==> config.mk <==
export PLATFORM = sky130hd
export DESIGN_NAME = cap_reload_timer
export DESIGN_NICKNAME = d
export VERILOG_FILES = /design/src/rtl/crt_pkg.sv /design/src/rtl/crt_pin_sync.sv /design/src/rtl/crt_core.sv /design/src/rtl/crt_rd_mux.sv /design/src/rtl/cap_reload_timer.sv
export SDC_FILE = /design/constraint.sdc
export NUM_CORES = 1
export LEC_CHECK = 0
export BUFFER_PORTS_ARGS = -buffer_cell sky130_fd_sc_hd__buf_2
export CAP_MARGIN = 15
export CORE_MARGIN = 2
export CORE_UTILIZATION = 65
export CTS_CLUSTER_DIAMETER = 200
export DETAILED_ROUTE_END_ITERATION = 10
export PLACE_DENSITY = 0.86
export SLEW_MARGIN = 20
export SYNTH_ARGS = -nofsm -noshare
export SYNTH_HDL_FRONTEND = slang
export SYNTH_SLANG_ARGS = --single-unit
==> constraint.sdc <==
create_clock -name clk -period 5.33 [get_ports clk]
set_input_delay 0.533 -clock clk [delete_from_list [all_inputs] [get_ports clk]]
set_output_delay 0.533 -clock clk [all_outputs]
set_load 0.005 [all_outputs]
==> src/rtl/crt_pkg.sv <==
package crt_pkg;
    localparam int CNT_W       = 16;
    localparam int BYTE_W      = 8;
    localparam int ADDR_W      = 8;
    localparam int SYNC_STAGES = 2;
    localparam int NUM_PINS    = 2;
    localparam int PIN_CNT     = 0;
    localparam int PIN_TRIG    = 1;

    localparam logic [ADDR_W-1:0] A_CTRL   = 8'hC8;
    localparam logic [ADDR_W-1:0] A_MODE   = 8'hC9;
    localparam logic [ADDR_W-1:0] A_HOLD_L = 8'hCA;
    localparam logic [ADDR_W-1:0] A_HOLD_H = 8'hCB;
    localparam logic [ADDR_W-1:0] A_CNT_L  = 8'hCC;
    localparam logic [ADDR_W-1:0] A_CNT_H  = 8'hCD;

    localparam logic [CNT_W-1:0] CNT_MAX = {CNT_W{1'b1}};

    typedef struct packed {
        logic ovf_f;
        logic trig_f;
        logic rx_sel;
        logic tx_sel;
        logic trig_en;
        logic run;
        logic ext_src;
        logic cap_sel;
    } ctrl_t;

    typedef struct packed {
        logic [BYTE_W-2:0] rsvd;
        logic              dn_en;
    } mode_t;

    typedef enum logic [1:0] {
        OP_CAPTURE,
        OP_RELOAD,
        OP_UPDOWN,
        OP_BAUD
    } op_mode_e;

    function automatic logic [CNT_W-1:0] put_byte(input logic [CNT_W-1:0] v,
                                                  input logic hi,
                                                  input logic [BYTE_W-1:0] b);
        return hi ? {b, v[BYTE_W-1:0]} : {v[CNT_W-1:BYTE_W], b};
    endfunction

    function automatic op_mode_e decode_op(input ctrl_t c, input logic dn);
        if (c.rx_sel || c.tx_sel) return OP_BAUD;
        if (c.cap_sel)            return OP_CAPTURE;
        if (dn)                   return OP_UPDOWN;
        return OP_RELOAD;
    endfunction
endpackage

==> src/rtl/crt_pin_sync.sv <==
module crt_pin_sync #(
    parameter int STAGES = 2
) (
    input  logic clk,
    input  logic rst,
    input  logic pin_i,
    output logic level_o,
    output logic prev_o
);
    logic [STAGES-1:0] sh_q;

    always_ff @(posedge clk) begin
        if (rst) begin
            sh_q   <= '0;
            prev_o <= 1'b0;
        end else begin
            sh_q   <= {sh_q[STAGES-2:0], pin_i};
            prev_o <= sh_q[STAGES-1];
        end
    end

    assign level_o = sh_q[STAGES-1];
endmodule

==> src/rtl/crt_core.sv <==
module crt_core
    import crt_pkg::*;
(
    input  logic              clk,
    input  logic              rst,
    input  logic              tick_i,
    input  logic              cnt_lvl_i,
    input  logic              cnt_prev_i,
    input  logic              trig_lvl_i,
    input  logic              trig_prev_i,
    input  logic              wr_ctrl_i,
    input  logic              wr_mode_i,
    input  logic              wr_hold_l_i,
    input  logic              wr_hold_h_i,
    input  logic              wr_cnt_l_i,
    input  logic              wr_cnt_h_i,
    input  logic [BYTE_W-1:0] wdata_i,
    output ctrl_t             ctrl_o,
    output mode_t             mode_o,
    output logic [CNT_W-1:0]  cnt_o,
    output logic [CNT_W-1:0]  hold_o,
    output logic              ovf_pulse_o
);
    ctrl_t            ctrl_q, ctrl_n;
    mode_t            mode_q, mode_n;
    logic [CNT_W-1:0] cnt_q, cnt_n, hold_q, hold_n;
    op_mode_e         op;
    logic cnt_fall, trig_fall, step, count_up, trig_ev, trig_rld, cnt_wr, hold_wr, wrap;

    assign op        = decode_op(ctrl_q, mode_q.dn_en);
    assign cnt_fall  = cnt_prev_i & ~cnt_lvl_i;
    assign trig_fall = trig_prev_i & ~trig_lvl_i;

    always_comb begin
        step     = ctrl_q.run & (ctrl_q.ext_src ? cnt_fall : tick_i);
        count_up = (op != OP_UPDOWN) | trig_lvl_i;
        trig_ev  = ctrl_q.trig_en & trig_fall & (op != OP_UPDOWN);
        trig_rld = trig_ev & (op == OP_RELOAD);
        cnt_wr   = wr_cnt_l_i | wr_cnt_h_i;
        hold_wr  = wr_hold_l_i | wr_hold_h_i;

        wrap  = 1'b0;
        cnt_n = cnt_q;
        if (step) begin
            if (count_up) begin
                if (cnt_q == CNT_MAX) begin
                    wrap  = 1'b1;
                    cnt_n = (op == OP_CAPTURE) ? '0 : hold_q;
                end else begin
                    cnt_n = cnt_q + 1'b1;
                end
            end else begin
                if (cnt_q == hold_q) begin
                    wrap  = 1'b1;
                    cnt_n = CNT_MAX;
                end else begin
                    cnt_n = cnt_q - 1'b1;
                end
            end
        end
        if (trig_rld) cnt_n = hold_q;
        if (cnt_wr) begin
            wrap  = 1'b0;
            cnt_n = put_byte(cnt_q, wr_cnt_h_i, wdata_i);
        end

        hold_n = hold_q;
        if (hold_wr)
            hold_n = put_byte(hold_q, wr_hold_h_i, wdata_i);
        else if (trig_ev && op == OP_CAPTURE)
            hold_n = cnt_q;

        ctrl_n = wr_ctrl_i ? ctrl_t'(wdata_i) : ctrl_q;
        ctrl_n.ovf_f  = ctrl_n.ovf_f | wrap;
        ctrl_n.trig_f = ctrl_n.trig_f | trig_ev;

        mode_n = mode_q;
        if (wr_mode_i) mode_n.dn_en = wdata_i[0];
    end

    always_ff @(posedge clk) begin
        if (rst) begin
            ctrl_q      <= '0;
            mode_q      <= '0;
            cnt_q       <= '0;
            hold_q      <= '0;
            ovf_pulse_o <= 1'b0;
        end else begin
            ctrl_q      <= ctrl_n;
            mode_q      <= mode_n;
            cnt_q       <= cnt_n;
            hold_q      <= hold_n;
            ovf_pulse_o <= wrap;
        end
    end

    assign ctrl_o = ctrl_q;
    assign mode_o = mode_q;
    assign cnt_o  = cnt_q;
    assign hold_o = hold_q;

    assert_hold_R2: assert property (@(posedge clk) disable iff (rst)
        (!ctrl_q.run && !cnt_wr && !trig_rld) |=> (cnt_q == $past(cnt_q)));

    assert_flag_with_pulse_R4: assert property (@(posedge clk) disable iff (rst)
        ovf_pulse_o |-> ctrl_q.ovf_f);

    assert_capture_copy_R5: assert property (@(posedge clk) disable iff (rst)
        (trig_fall && ctrl_q.trig_en && op == OP_CAPTURE && !hold_wr) |=> (hold_q == $past(cnt_q)));

    assert_trig_ignored_R6: assert property (@(posedge clk) disable iff (rst)
        (!ctrl_q.trig_en && !wr_ctrl_i) |=> (ctrl_q.trig_f == $past(ctrl_q.trig_f)));

    assert_baud_no_trig_R8: assert property (@(posedge clk) disable iff (rst)
        (op == OP_BAUD && trig_fall && !step && !cnt_wr) |=> (cnt_q == $past(cnt_q)));

    assert_up_step_R10: assert property (@(posedge clk) disable iff (rst)
        (op != OP_UPDOWN && step && !cnt_wr && !trig_rld && cnt_q != CNT_MAX)
            |=> (cnt_q == $past(cnt_q) + 16'd1));
endmodule

==> src/rtl/crt_rd_mux.sv <==
module crt_rd_mux
    import crt_pkg::*;
(
    input  logic [ADDR_W-1:0] addr_i,
    input  ctrl_t             ctrl_i,
    input  mode_t             mode_i,
    input  logic [CNT_W-1:0]  cnt_i,
    input  logic [CNT_W-1:0]  hold_i,
    output logic [BYTE_W-1:0] rdata_o
);
    always_comb begin
        case (addr_i)
            A_CTRL:   rdata_o = ctrl_i;
            A_MODE:   rdata_o = mode_i;
            A_HOLD_L: rdata_o = hold_i[BYTE_W-1:0];
            A_HOLD_H: rdata_o = hold_i[CNT_W-1:BYTE_W];
            A_CNT_L:  rdata_o = cnt_i[BYTE_W-1:0];
            A_CNT_H:  rdata_o = cnt_i[CNT_W-1:BYTE_W];
            default:  rdata_o = '0;
        endcase
    end
endmodule

==> src/rtl/cap_reload_timer.sv <==
module cap_reload_timer
    import crt_pkg::*;
(
    input  logic        clk,
    input  logic        rst,
    input  logic        tick_in,
    input  logic        cnt_pin,
    input  logic        trig_pin,
    input  logic [7:0]  bus_addr,
    input  logic [7:0]  bus_wdata,
    input  logic        bus_we,
    output logic [7:0]  bus_rdata,
    output logic        ovf_flag,
    output logic        trig_flag,
    output logic        ovf_pulse,
    output logic        tx_baud_tick,
    output logic        rx_baud_tick
);
    logic [NUM_PINS-1:0] pin_raw, pin_lvl, pin_prev;
    ctrl_t               ctrl;
    mode_t               mode;
    logic [CNT_W-1:0]    cnt, hold;

    assign pin_raw[PIN_CNT]  = cnt_pin;
    assign pin_raw[PIN_TRIG] = trig_pin;

    for (genvar gi = 0; gi < NUM_PINS; gi++) begin : g_sync
        crt_pin_sync #(.STAGES(SYNC_STAGES)) u_sync (
            .clk     (clk),
            .rst     (rst),
            .pin_i   (pin_raw[gi]),
            .level_o (pin_lvl[gi]),
            .prev_o  (pin_prev[gi])
        );
    end

    crt_core u_core (
        .clk         (clk),
        .rst         (rst),
        .tick_i      (tick_in),
        .cnt_lvl_i   (pin_lvl[PIN_CNT]),
        .cnt_prev_i  (pin_prev[PIN_CNT]),
        .trig_lvl_i  (pin_lvl[PIN_TRIG]),
        .trig_prev_i (pin_prev[PIN_TRIG]),
        .wr_ctrl_i   (bus_we && bus_addr == A_CTRL),
        .wr_mode_i   (bus_we && bus_addr == A_MODE),
        .wr_hold_l_i (bus_we && bus_addr == A_HOLD_L),
        .wr_hold_h_i (bus_we && bus_addr == A_HOLD_H),
        .wr_cnt_l_i  (bus_we && bus_addr == A_CNT_L),
        .wr_cnt_h_i  (bus_we && bus_addr == A_CNT_H),
        .wdata_i     (bus_wdata),
        .ctrl_o      (ctrl),
        .mode_o      (mode),
        .cnt_o       (cnt),
        .hold_o      (hold),
        .ovf_pulse_o (ovf_pulse)
    );

    crt_rd_mux u_rd (
        .addr_i  (bus_addr),
        .ctrl_i  (ctrl),
        .mode_i  (mode),
        .cnt_i   (cnt),
        .hold_i  (hold),
        .rdata_o (bus_rdata)
    );

    assign ovf_flag     = ctrl.ovf_f;
    assign trig_flag    = ctrl.trig_f;
    assign tx_baud_tick = ovf_pulse & ctrl.tx_sel;
    assign rx_baud_tick = ovf_pulse & ctrl.rx_sel;
endmodule

==> metrics.txt <==
mean routed wirelength per cell=20.5 um; part of the cycle the worst path needs=0.557; number of cells traversed by the worst register-to-register path=7; I/O Buffers=34; fmax=337 MHz; worst slack after detailed placement=2.24 ns; complex-gate fraction of the synthesized area=0.274; worst min-delay path startpoint=trig_pin; Relative slew margins=0.290; global-route wire length before repair=19.2 mm; share of cell area taken by muxes after synthesis=0.0532; clock network fraction of total power=0.397; Buf+Inv Stages, Crit Path=0; WP depth=7; via count of the first global-routing pass=3790; number of DRC markers after the initial detailed-route iteration=525; DR vias/cell=7.07; Layout Skew=0.00725 ns; worst path required time=5.58 ns; number of buffers on the longest clock path=2; Post-Place Cells=577; wirelength, routed=12.0 mm; Clock transition at path regs=0.10 ns; core footprint=5510 um^2; sequential fraction of the synthesis area=0.259; library cell used as clock root buffer=sky130_fd_sc_hd__clkbuf_8; CTS tree=done; buffers inserted by post-CTS timing repair=0; nets@finish=536; pin slew with the least headroom to its limit=1.06 ns; Critical Path End Type=flop; total inserted antenna cells=0; most frequently used flop master after synthesis=sky130_fd_sc_hd__dfxtp_1; Antenna Violating Nets Remaining=0; number of setup violations in the final report=0; max-cap viol count=0; top fanout value on the critical path=13; overall power after layout=0.000697 W; cell depth of the worst min-delay path=2; internal power=0.000521 W; slack of the critical path=2.36 ns; Yosys Warn Count=0; Slowest Stage Delay on Critical Path=0.81 ns; TritonCTS Sinks=48; gate family responsible for the most delay along the worst path=simple AND/OR/NAND/NOR gates; power density normalized to cell area=178 nW/um^2; floorplan die width=79.6 um; flop-to-flop setup slack=2.36 ns; hold path endpoint=g_sync[1].u_sync.sh_q[0]$_SDFF_PP0_; most common library cell in the layout ignoring fill and taps=sky130_fd_sc_hd__nor2_1; reg2reg start=u_core.cnt_o[0]$_SDFFE_PP0P_; Yosys top cell by area=sky130_fd_sc_hd__dfxtp_1; part of the power in combinational logic=0.079; pin count of the biggest net entering global routing=50; cell area after synthesis=3710 um^2; remaining design rule violation count=0; total global routing track utilization=0.391; aggregate global routing overflow=0; max-slew violation count=0; register share of total power=0.523; RSZ-0062 raised after global routing=false; initial core utilization=0.675; worst hold-check path type=primary input to flop; capture point of the worst reg-to-reg path=u_core.cnt_o[3]$_SDFFE_PP0P_; cell types occupying the most area after synthesis=sky130_fd_sc_hd__dfxtp_1 26%, sky130_fd_sc_hd__a21oi_1 5.9%, sky130_fd_sc_hd__xor2_1 5.7%; share of layout cells above drive strength 1=0.101; combinational family with the most area after synthesis=compound AO/OA/AOI/OAI gates; area of the die=6340 um^2; top-area cell type share of the netlist area=0.259; Cell Rows=27; nature of the critical path startpoint=flop; total I/O pin count=35; Synth Register Bits=48; Net Sw Power=0.000176 W; layout overhead on the synthesized area=5.46%; synthesized-area fraction occupied by xor and xnor cells=0.0849; Post-synth EDFFs=0; Leak=1.61 nW; final cell count without fillers=585; number of buffers inserted during clock tree synthesis=5; count of cells resized by post-cts repair=0; Cell variety after synth=58; Worst IR Drop VDD=197 uV; HPWL after DPL=8.53 mm; synthesized netlist net count=538; result of the run=finished clean; Final Wtd Congestion=0.984; type of the worst setup path=flop to flop; chip height=79.6 um; switching share of power=0.252; area share of and/or/nand/nor cells after synthesis=0.258; cell with the biggest individual delay on the critical path=sky130_fd_sc_hd__or4_1; Sum Neg Setup Slack=0 ns; cell-by-cell trace of the critical path=ha_1 -> nand4_2 -> or4_1 -> mux2_4 -> a22oi_2 -> nand2_1 -> a21oi_1; post-synthesis adder-cell area fraction=0.00674; hold buffers post-CTS=0; TritonRoute pass-1 iters=5; average size of a mapped cell=7.23 um^2; highest-count cells in the layout ignoring fill and taps=53 x sky130_fd_sc_hd__nor2_1, 48 x sky130_fd_sc_hd__dfxtp_1, 47 x sky130_fd_sc_hd__nand2_1; initial antenna violation count=0; Period minus WS final=2.97 ns; ys async rst share=0; Data arrival, critical path=3.22 ns; final hold slack=0.439 ns; worst skew pair latency=0.31 ns; number of standard cells after synthesis=514; Final Hold Viols=0; H-tree lvl count=2; via count=4138
[power by group through the flow]
stage          Combinational [W]  Clock [W]  Sequential (W)
5_1_grt                0.0000593   0.000293        0.000365
3_3_place_gp           0.0000522          0        0.000373
3_5_place_dp           0.0000529          0        0.000373
6_report               0.0000554   0.000277        0.000365
2_1_floorplan          0.0000342          0        0.000370
4_1_cts                0.0000532   0.000277        0.000364
[Yosys cell counts, types with 9 or more instances]
| master | count |
|---|---|
| sky130_fd_sc_hd__xor2_1 | 24 |
| sky130_fd_sc_hd__nand2_1 | 47 |
| sky130_fd_sc_hd__o21ai_0 | 32 |
| sky130_fd_sc_hd__dfxtp_1 | 48 |
| sky130_fd_sc_hd__xnor2_1 | 12 |
| sky130_fd_sc_hd__a21oi_1 | 44 |
| sky130_fd_sc_hd__o211ai_1 | 12 |
| sky130_fd_sc_hd__nor2_1 | 53 |
| sky130_fd_sc_hd__clkbuf_1 | 29 |
| sky130_fd_sc_hd__nor2b_1 | 10 |
| sky130_fd_sc_hd__buf_2 | 10 |
| sky130_fd_sc_hd__nor4_1 | 9 |
| sky130_fd_sc_hd__nand3_1 | 26 |
| sky130_fd_sc_hd__inv_1 | 15 |
| sky130_fd_sc_hd__mux2i_1 | 16 |
| sky130_fd_sc_hd__a22oi_1 | 18 |
[cells by family (layout without fill, tap and decap cells)]
family,Yosys count,count (layout)
AND/OR/NAND/NOR,191,191
AO/OA/AOI/OAI,158,158
buffers and inverters,60,59
flip-flops,48,48
XOR/XNOR,36,36
multiplexers,19,19
adder cells (fa/ha/maj),2,2
[state kept, by name (all words and copies together), names as in the netlist]
signal	flops
g_sync.u_sync.sh_q	4
u_core.cnt_o	16
u_core.ovf_pulse_o	1
u_core.hold_o	16
u_core.ctrl_o	8
g_sync.u_sync.prev_o	2
u_core.mode_o	1
[how the worst max path moves through the flow]
stage / from / to / slack (ns)
after floorplan: bus_addr[1] / bus_rdata[1] / 2.99
after global placement: bus_addr[2] / u_core.cnt_o[1]$_SDFFE_PP0P_ / 2.34
after detailed placement: bus_addr[2] / u_core.cnt_o[12]$_SDFFE_PP0P_ / 2.24
after CTS: u_core.cnt_o[1]$_SDFFE_PP0P_ / u_core.cnt_o[3]$_SDFFE_PP0P_ / 2.46
after global routing: bus_addr[2] / u_core.cnt_o[8]$_SDFFE_PP0P_ / 2.19
final: u_core.cnt_o[0]$_SDFFE_PP0P_ / u_core.cnt_o[3]$_SDFFE_PP0P_ / 2.36
[metal layers]
metal / global-route usage / routed length (um)
met4: 0.134 / 378
met3: 0.0747 / 1440
met1: 0.506 / 4630
met5: 0 / 0
met2: 0.649 / 5560
[cell type report]
type / instances / area (um^2)
multi-input combinational: 406 / 2510
fill: 473 / 1590
sequential: 48 / 961
timing repair buffer: 35 / 178
tap: 72 / 90.1
clock buffer: 5 / 68.8
inverter: 16 / 60.1
clock inverter: 3 / 47.5
[through the flow]
step                      utilization  area (um^2)
final                           0.711         3920
after global routing            0.711         3920
after CTS                       0.711         3920
after detailed placement        0.690         3800
after global placement          0.690         3800
after floorplan                     -         3710
No activity file was read; power rests on OpenSTA's default activity.
